## config.mk

```make
export PLATFORM = sky130hd
export DESIGN_NAME = burst_mask_gen
export DESIGN_NICKNAME = d
export VERILOG_FILES = /design/src/rtl/burst_pkg.sv /design/src/rtl/burst_lfsr.sv /design/src/rtl/burst_prob_sel.sv /design/src/rtl/burst_seq.sv /design/src/rtl/burst_mask_gen.sv
export SDC_FILE = /design/constraint.sdc
export NUM_CORES = 1
export LEC_CHECK = 0
export BUFFER_PORTS_ARGS = -buffer_cell sky130_fd_sc_hd__buf_4
export CAP_MARGIN = 20
export CORE_UTILIZATION = 40
export DETAILED_ROUTE_END_ITERATION = 8
export GPL_ROUTABILITY_DRIVEN = 0
export PLACE_DENSITY_LB_ADDON = 0.25
export SYNTH_ARGS = -nofsm -noshare
export SYNTH_HDL_FRONTEND = slang
export SYNTH_SLANG_ARGS = --single-unit
```

## constraint.sdc

```tcl
create_clock -name clk_i -period 3.3 [get_ports clk_i]
set_input_delay 0.495 -clock clk_i [delete_from_list [all_inputs] [get_ports clk_i]]
set_output_delay 0.495 -clock clk_i [all_outputs]
set_load 0.02 [all_outputs]
```

## src/rtl/burst_pkg.sv

```systemverilog
package burst_pkg;
  typedef enum logic [1:0] {PH_IDLE, PH_SEED, PH_GROW, PH_DONE} phase_e;
  typedef enum logic [1:0] {CH_NONE, CH_ONE, CH_TWO, CH_MANY} chain_e;

  function automatic chain_e chain_adv(chain_e c);
    case (c)
      CH_NONE: chain_adv = CH_ONE;
      CH_ONE:  chain_adv = CH_TWO;
      default: chain_adv = CH_MANY;
    endcase
  endfunction
endpackage

```

## src/rtl/burst_lfsr.sv

```systemverilog
module burst_lfsr #(
  parameter int unsigned LFSR_W = 32,
  parameter int unsigned RND_W  = 16,
  parameter logic [LFSR_W-1:0] TAPS = 32'h8020_0003
) (
  input  logic              clk_i,
  input  logic              rst_ni,
  input  logic              load_i,
  input  logic [LFSR_W-1:0] seed_i,
  input  logic              step_i,
  output logic [RND_W-1:0]  rnd_o
);
  logic [LFSR_W-1:0] state_q, state_nxt;

  assign state_nxt = {state_q[LFSR_W-2:0], ^(state_q & TAPS)};
  // value used by the draw is taken from the advanced state
  assign rnd_o = state_nxt[LFSR_W-1 -: RND_W];

  always_ff @(posedge clk_i or negedge rst_ni) begin
    if (!rst_ni)              state_q <= LFSR_W'(1);
    else if (load_i)          state_q <= (seed_i == '0) ? LFSR_W'(1) : seed_i;
    else if (step_i)          state_q <= state_nxt;
  end

  p_lfsr_nonzero_r1: assert property (@(posedge clk_i) disable iff (!rst_ni)
    state_q != '0)
    else $error("lfsr reached the all-zero lock state");
endmodule

```

## src/rtl/burst_prob_sel.sv

```systemverilog
module burst_prob_sel
  import burst_pkg::*;
#(
  parameter int unsigned RND_W = 16
) (
  input  phase_e           phase_i,
  input  chain_e           chain_i,
  input  logic             origin_i,
  input  logic [RND_W-1:0] rnd_i,
  input  logic [RND_W-1:0] thr_start_i,
  input  logic [RND_W-1:0] thr_grow1_i,
  input  logic [RND_W-1:0] thr_grow2_i,
  input  logic [RND_W-1:0] thr_growk_i,
  output logic             draw_o,
  output logic             hit_o
);
  logic [RND_W-1:0] thr;

  always_comb begin
    draw_o = 1'b0;
    thr    = '0;
    case (phase_i)
      PH_SEED: begin
        draw_o = 1'b1;
        thr    = thr_start_i;
      end
      PH_GROW: begin
        draw_o = (chain_i != CH_NONE) && !origin_i;
        case (chain_i)
          CH_ONE:  thr = thr_grow1_i;
          CH_TWO:  thr = thr_grow2_i;
          CH_MANY: thr = thr_growk_i;
          default: thr = '0;
        endcase
      end
      default: ;
    endcase
  end

  assign hit_o = draw_o && (rnd_i < thr);
endmodule

```

## src/rtl/burst_seq.sv

```systemverilog
module burst_seq
  import burst_pkg::*;
#(
  parameter int unsigned MAX_W = 80,
  localparam int unsigned WID_W = $clog2(MAX_W + 1),
  localparam int unsigned POS_W = $clog2(MAX_W)
) (
  input  logic             clk_i,
  input  logic             rst_ni,
  input  logic             start_i,
  input  logic [WID_W-1:0] width_i,
  output phase_e           phase_o,
  output logic [POS_W-1:0] pos_o,
  output logic [WID_W-1:0] eff_w_o,
  output logic             accept_o
);
  phase_e           phase_q;
  logic [POS_W-1:0] pos_q;
  logic [WID_W-1:0] eff_q, width_cl;
  logic             last;

  always_comb begin
    if (width_i == '0)                 width_cl = WID_W'(1);
    else if (width_i > WID_W'(MAX_W))  width_cl = WID_W'(MAX_W);
    else                               width_cl = width_i;
  end

  assign last     = (WID_W'(pos_q) + WID_W'(1)) == eff_q;
  assign accept_o = start_i && (phase_q == PH_IDLE);

  always_ff @(posedge clk_i or negedge rst_ni) begin
    if (!rst_ni) begin
      phase_q <= PH_IDLE;
      pos_q   <= '0;
      eff_q   <= WID_W'(1);
    end else begin
      case (phase_q)
        PH_IDLE: if (start_i) begin
          phase_q <= PH_SEED;
          pos_q   <= '0;
          eff_q   <= width_cl;
        end
        PH_SEED: begin
          pos_q <= last ? '0 : pos_q + POS_W'(1);
          if (last) phase_q <= PH_GROW;
        end
        PH_GROW: begin
          pos_q <= last ? '0 : pos_q + POS_W'(1);
          if (last) phase_q <= PH_DONE;
        end
        default: phase_q <= PH_IDLE;
      endcase
    end
  end

  assign phase_o = phase_q;
  assign pos_o   = pos_q;
  assign eff_w_o = eff_q;

  p_pos_range_r5: assert property (@(posedge clk_i) disable iff (!rst_ni)
    (phase_q == PH_SEED || phase_q == PH_GROW) |-> (WID_W'(pos_q) < eff_q))
    else $error("position beyond codeword width");

  p_run_advances_r7: assert property (@(posedge clk_i) disable iff (!rst_ni)
    ((phase_q == PH_SEED || phase_q == PH_GROW) && !last)
      |=> (pos_q == POS_W'($past(pos_q) + POS_W'(1))))
    else $error("run disturbed while busy");

  p_done_one_cycle_r6: assert property (@(posedge clk_i) disable iff (!rst_ni)
    (phase_q == PH_DONE) |=> (phase_q == PH_IDLE))
    else $error("done phase held");
endmodule

```

## src/rtl/burst_mask_gen.sv

```systemverilog
module burst_mask_gen
  import burst_pkg::*;
#(
  parameter int unsigned MAX_W  = 80,
  parameter int unsigned LFSR_W = 32,
  parameter int unsigned RND_W  = 16,
  localparam int unsigned WID_W = $clog2(MAX_W + 1),
  localparam int unsigned POS_W = $clog2(MAX_W)
) (
  input  logic              clk_i,
  input  logic              rst_ni,
  input  logic              start_i,
  input  logic [LFSR_W-1:0] seed_i,
  input  logic [WID_W-1:0]  width_i,
  input  logic [RND_W-1:0]  thr_start_i,
  input  logic [RND_W-1:0]  thr_grow1_i,
  input  logic [RND_W-1:0]  thr_grow2_i,
  input  logic [RND_W-1:0]  thr_growk_i,
  output logic [MAX_W-1:0]  mask_o,
  output logic              valid_o,
  output logic              busy_o
);
  phase_e           phase;
  logic [POS_W-1:0] pos;
  logic [WID_W-1:0] eff_w;
  logic             accept, draw, hit, origin_here;
  logic [RND_W-1:0] rnd;
  logic [RND_W-1:0] ts_q, t1_q, t2_q, tk_q;
  logic [MAX_W-1:0] origin_q, mask_q, in_range;
  chain_e           chain_q;

  burst_seq #(.MAX_W(MAX_W)) u_seq (
    .clk_i    (clk_i),
    .rst_ni   (rst_ni),
    .start_i  (start_i),
    .width_i  (width_i),
    .phase_o  (phase),
    .pos_o    (pos),
    .eff_w_o  (eff_w),
    .accept_o (accept)
  );

  burst_lfsr #(.LFSR_W(LFSR_W), .RND_W(RND_W)) u_lfsr (
    .clk_i  (clk_i),
    .rst_ni (rst_ni),
    .load_i (accept),
    .seed_i (seed_i),
    .step_i (draw),
    .rnd_o  (rnd)
  );

  assign origin_here = origin_q[pos];

  burst_prob_sel #(.RND_W(RND_W)) u_sel (
    .phase_i     (phase),
    .chain_i     (chain_q),
    .origin_i    (origin_here),
    .rnd_i       (rnd),
    .thr_start_i (ts_q),
    .thr_grow1_i (t1_q),
    .thr_grow2_i (t2_q),
    .thr_growk_i (tk_q),
    .draw_o      (draw),
    .hit_o       (hit)
  );

  // thresholds captured per run
  always_ff @(posedge clk_i or negedge rst_ni) begin
    if (!rst_ni) begin
      ts_q <= '0; t1_q <= '0; t2_q <= '0; tk_q <= '0;
    end else if (accept) begin
      ts_q <= thr_start_i; t1_q <= thr_grow1_i;
      t2_q <= thr_grow2_i; tk_q <= thr_growk_i;
    end
  end

  always_ff @(posedge clk_i or negedge rst_ni) begin
    if (!rst_ni) begin
      origin_q <= '0;
      mask_q   <= '0;
      chain_q  <= CH_NONE;
    end else if (accept) begin
      origin_q <= '0;
      mask_q   <= '0;
      chain_q  <= CH_NONE;
    end else if (phase == PH_SEED) begin
      origin_q[pos] <= hit;
    end else if (phase == PH_GROW) begin
      if (origin_here) begin
        mask_q[pos] <= 1'b1;
        chain_q     <= chain_adv(chain_q);
      end else if (chain_q != CH_NONE) begin
        if (hit) begin
          mask_q[pos] <= 1'b1;
          chain_q     <= chain_adv(chain_q);
        end else begin
          chain_q <= CH_NONE;
        end
      end
    end
  end

  assign mask_o  = mask_q;
  assign valid_o = (phase == PH_DONE);
  assign busy_o  = (phase != PH_IDLE);

  for (genvar i = 0; i < MAX_W; i++) begin : g_range
    assign in_range[i] = (WID_W'(i) < eff_w);
  end

  p_no_overflow_r5: assert property (@(posedge clk_i) disable iff (!rst_ni)
    valid_o |-> ((mask_q & ~in_range) == '0))
    else $error("mask bit above codeword width");

  p_origin_kept_r4: assert property (@(posedge clk_i) disable iff (!rst_ni)
    valid_o |-> ((origin_q & ~mask_q) == '0))
    else $error("burst origin missing from mask");

  p_mask_hold_r9: assert property (@(posedge clk_i) disable iff (!rst_ni)
    (!busy_o && !start_i) |=> $stable(mask_q))
    else $error("mask changed while idle");

  p_valid_pulse_r6: assert property (@(posedge clk_i) disable iff (!rst_ni)
    valid_o |=> !valid_o)
    else $error("valid held longer than one cycle");
endmodule

```

==> flow_summary.yaml <==
clock_network:
  clkSinkCount: 274
  cts_tree: "yes"
  clk_pin_slew_ps: 60
  numCtsBuffers: 30
  clock_latency_ps: 560
  clockBufferDepth: 3
  ctsHtreeMaxLevel: 1
  cts_hold_buf: 0
  clock-root-buffer: "clkbuf_16"
place:
  dp.cells: 1933
  dp_slack_ps: -205
  port_buffers: 187
  hpwl_um: 26900
cells_and_area:
  antenna_cells: 0
  final_common_cell: "dfrtp_1"
  fin_cells: 2008
  final_cell_mix: "dfrtp_1, buf_4, nand2_1, a21oi_1, a211oi_2"
  final_nets: 1672
  area_growth_pct: 32.6
  fin_util_pct: 54.0
  drive_above_1_share_pct: 32.0
timing:
  setup_viol: 60
  worst_hold_slack_ps: -11.1
  max_slew_margin_pct: 23.6
  fin_skew_ps: 13.7
  setup_tns_ps: -2460
  fmax_mhz: 294
  setup_slack_ps: -105
  period_share_pct: 103
  slew_viol_final: 0
  rsz0062_at_grt: "true"
  period_needed_ps: 3400
  worstMarginPinSlew_ps: 1140
  hold_viol_final: 6
floorplanning:
  die_height_um: 184
  dieWidth_um: 184
  rows: 66
  initial_utilization_pct: 40.7
  io_pins: 188
  core-area_mm2: 0.0326
  dieArea_mm2: 0.0340
synthesis:
  seq_area_frac_synth_pct: 51.6
  ys_seq_elements: 274
  avgSynthCellArea_um2: 9.98
  synth_compound_area_share_pct: 20.6
  ys_types: 68
  syn_nets: 1459
  ys_warn_count: 0
  syn_inst: 1331
  synth_edf_count: 0
  syn_area_mm2: 0.0133
  synth_flop_cell: "dfrtp_1"
  ys_async_sr_fraction_pct: 100
  synth_top_family_by_area: "compound AO/OA/AOI/OAI gates"
  synth_adder_area_share_pct: 2.07
  synthXorXnorAreaFrac_pct: 0.895
  yosys.area_share.simple_pct: 14.7
  synth_mux_area_share_pct: 6.03
critical_path:
  critPathLaunchType: "register"
  arrival_ps: 3870
  end_kind: "register"
  crit_required_ps: 3760
  slowest_delay_ps: 520
  path_class: "reg -> reg"
  cp_cell_sequence: "buf_12 > mux2_4 > a22o_1 > a22o_1 > nand2_1 > ha_1 > nand4_1 > nor2_1 > a211oi_2 > o211ai_1 > a21oi_4 > nand4_1 > a311o_2 > o31ai_1"
  cp_slowest_cell: "a311o_2"
  critPathMaxFanout: 8
route:
  drc: 0
  wirelength_um: 40200
  drt_iter0_drc: 960
  drtAntennaViolNets: 0
  vias_per_cell: 5.64
  post_drt_wl_per_cell_um: 20.0
  drt_first_pass_iters: 6
  vias: 11333
power:
  p_leak_nw: 7.99
  pwr-share-seq_pct: 35.4
  p_switching_mw: 4.84
  clkPwrFrac_pct: 26.3
  ir_worst_vdd_mv: 0.449
  combPwrFrac_pct: 38.3
  swShare_pct: 37.0
  power_density_mw_per_mm2: 741
  power.internal_mw: 8.23
flow_run:
  max-cap-violations: 0
global_route:
  grt_pass1_vias: 11113
  overflow: 0
  antenna_found_initial: 0
  grt_max_degree: 110
  grt_usage_pct: 23.2
  grt_pass1_wl_um: 61600
run_status:
  violations: "negative hold slack, negative setup slack"
  status: "complete, but fails checks"
hold_path:
  hold_class: "in -> async"
## power by group through the flow
stage,combinational (mW),clock [mW],sequential (mW)
floorplan,2.88,0,4.44
global placement,4.25,0,4.65
detailed placement,4.36,0,4.65
CTS,4.45,3.49,4.60
global route,5.48,3.62,4.71
finish,5.00,3.44,4.62
## per-layer routing
layer | routed length, um | global-route usage (%) | vias to the layer above
met3 | 2550 | 3.75 | 76
met2 | 19700 | 39.2 | 410
met5 | 0 | 0 | -
met1 | 16800 | 30.4 | 5588
met4 | 1170 | 7.13 | 0
li1 | - | - | 5259
## critical path, delay by kind of cell, from the launching register on
family | cells | cell delay [ps]
AOI/OAI and AO/OA | 7 | 1720
muxes | 1 | 290
DFF | 1 | 460
adders and majority gates | 1 | 240
buffers and inverters | 1 | 160
and+or+nand+nor | 4 | 430
## registers in the layout, summed over array words and instances (netlist names)
| name | flops |
|---|---|
| chain_q | 2 |
| mask_o | 80 |
| origin_q | 80 |
| t1_q | 16 |
| t2_q | 16 |
| tk_q | 16 |
| ts_q | 16 |
| u_lfsr.state_q | 32 |
| u_seq.eff_w_o | 7 |
| u_seq.phase_o | 2 |
| u_seq.pos_o | 7 |
## per-stage QoR
| stage | power [mW] | cell area, um2 |
|---|---|---|
| after detailed placement | 9.01 | 15700 |
| after global routing | 13.8 | 17600 |
| after global placement | 8.90 | 15700 |
| final | 13.1 | 17600 |
| after floorplan | 7.33 | 13300 |
| after CTS | 12.5 | 16900 |
## layout make-up
| class | instances | area (um2) |
|---|---|---|
| Clock buffer | 44 | 875 |
| Clock inverter | 10 | 139 |
| Fill cell | 2963 | 15000 |
| Inverter | 11 | 41.3 |
| Multi-Input combinational cell | 928 | 6600 |
| Sequential cell | 274 | 6860 |
| Tap cell | 442 | 553 |
| Timing Repair Buffer | 299 | 2550 |
## timing repair
action                                  in CTS  in global routing
gates cloned                                 1                  5
pin swaps                                   10                 45
endpoints found under the setup margin     160                163
setup buffers                                3                 13
resized for setup                           29                128
## final timing paths
kind / start / to / slack, ps / cells past startpoint
setup / recovery: chain_q[1] / mask_o[21] / -100 / 14
hold / removal: rst_ni / mask_o[5] / -10 / 1
setup reg to reg: chain_q[1] / mask_o[21] / -100 / 14
hold reg to reg: mask_o[4] / mask_o[4] / 480 / 2
max in group asynchronous: rst_ni / ts_q[1] / 2380 / 2
min in group clk_i: thr_growk_i[2] / tk_q[2] / 120 / 3
## cells in the mapped netlist (all sizes together) (22+ instances only)
| library cell | instances | area [um2] |
|---|---|---|
| a211oi | 82 | 616 |
| a21oi | 122 | 611 |
| a22o | 33 | 289 |
| a32o | 57 | 571 |
| buf | 43 | 229 |
| clkbuf | 75 | 282 |
| dfrtp | 272 | 6810 |
| ha | 22 | 275 |
| mux2i | 50 | 500 |
| nand2 | 256 | 961 |
| nand3 | 26 | 130 |
| nor2 | 66 | 248 |
| o21ai | 44 | 220 |
## kinds of logic after synthesis
group | after synthesis
AO/OA/AOI/OAI | 389
XOR/XNOR | 12
adder cells (fa/ha/maj) | 22
buffers and inverters | 129
flip-flops | 274
multiplexers | 72
AND/OR/NAND/NOR | 433
No activity file was read; power rests on OpenSTA's default activity.
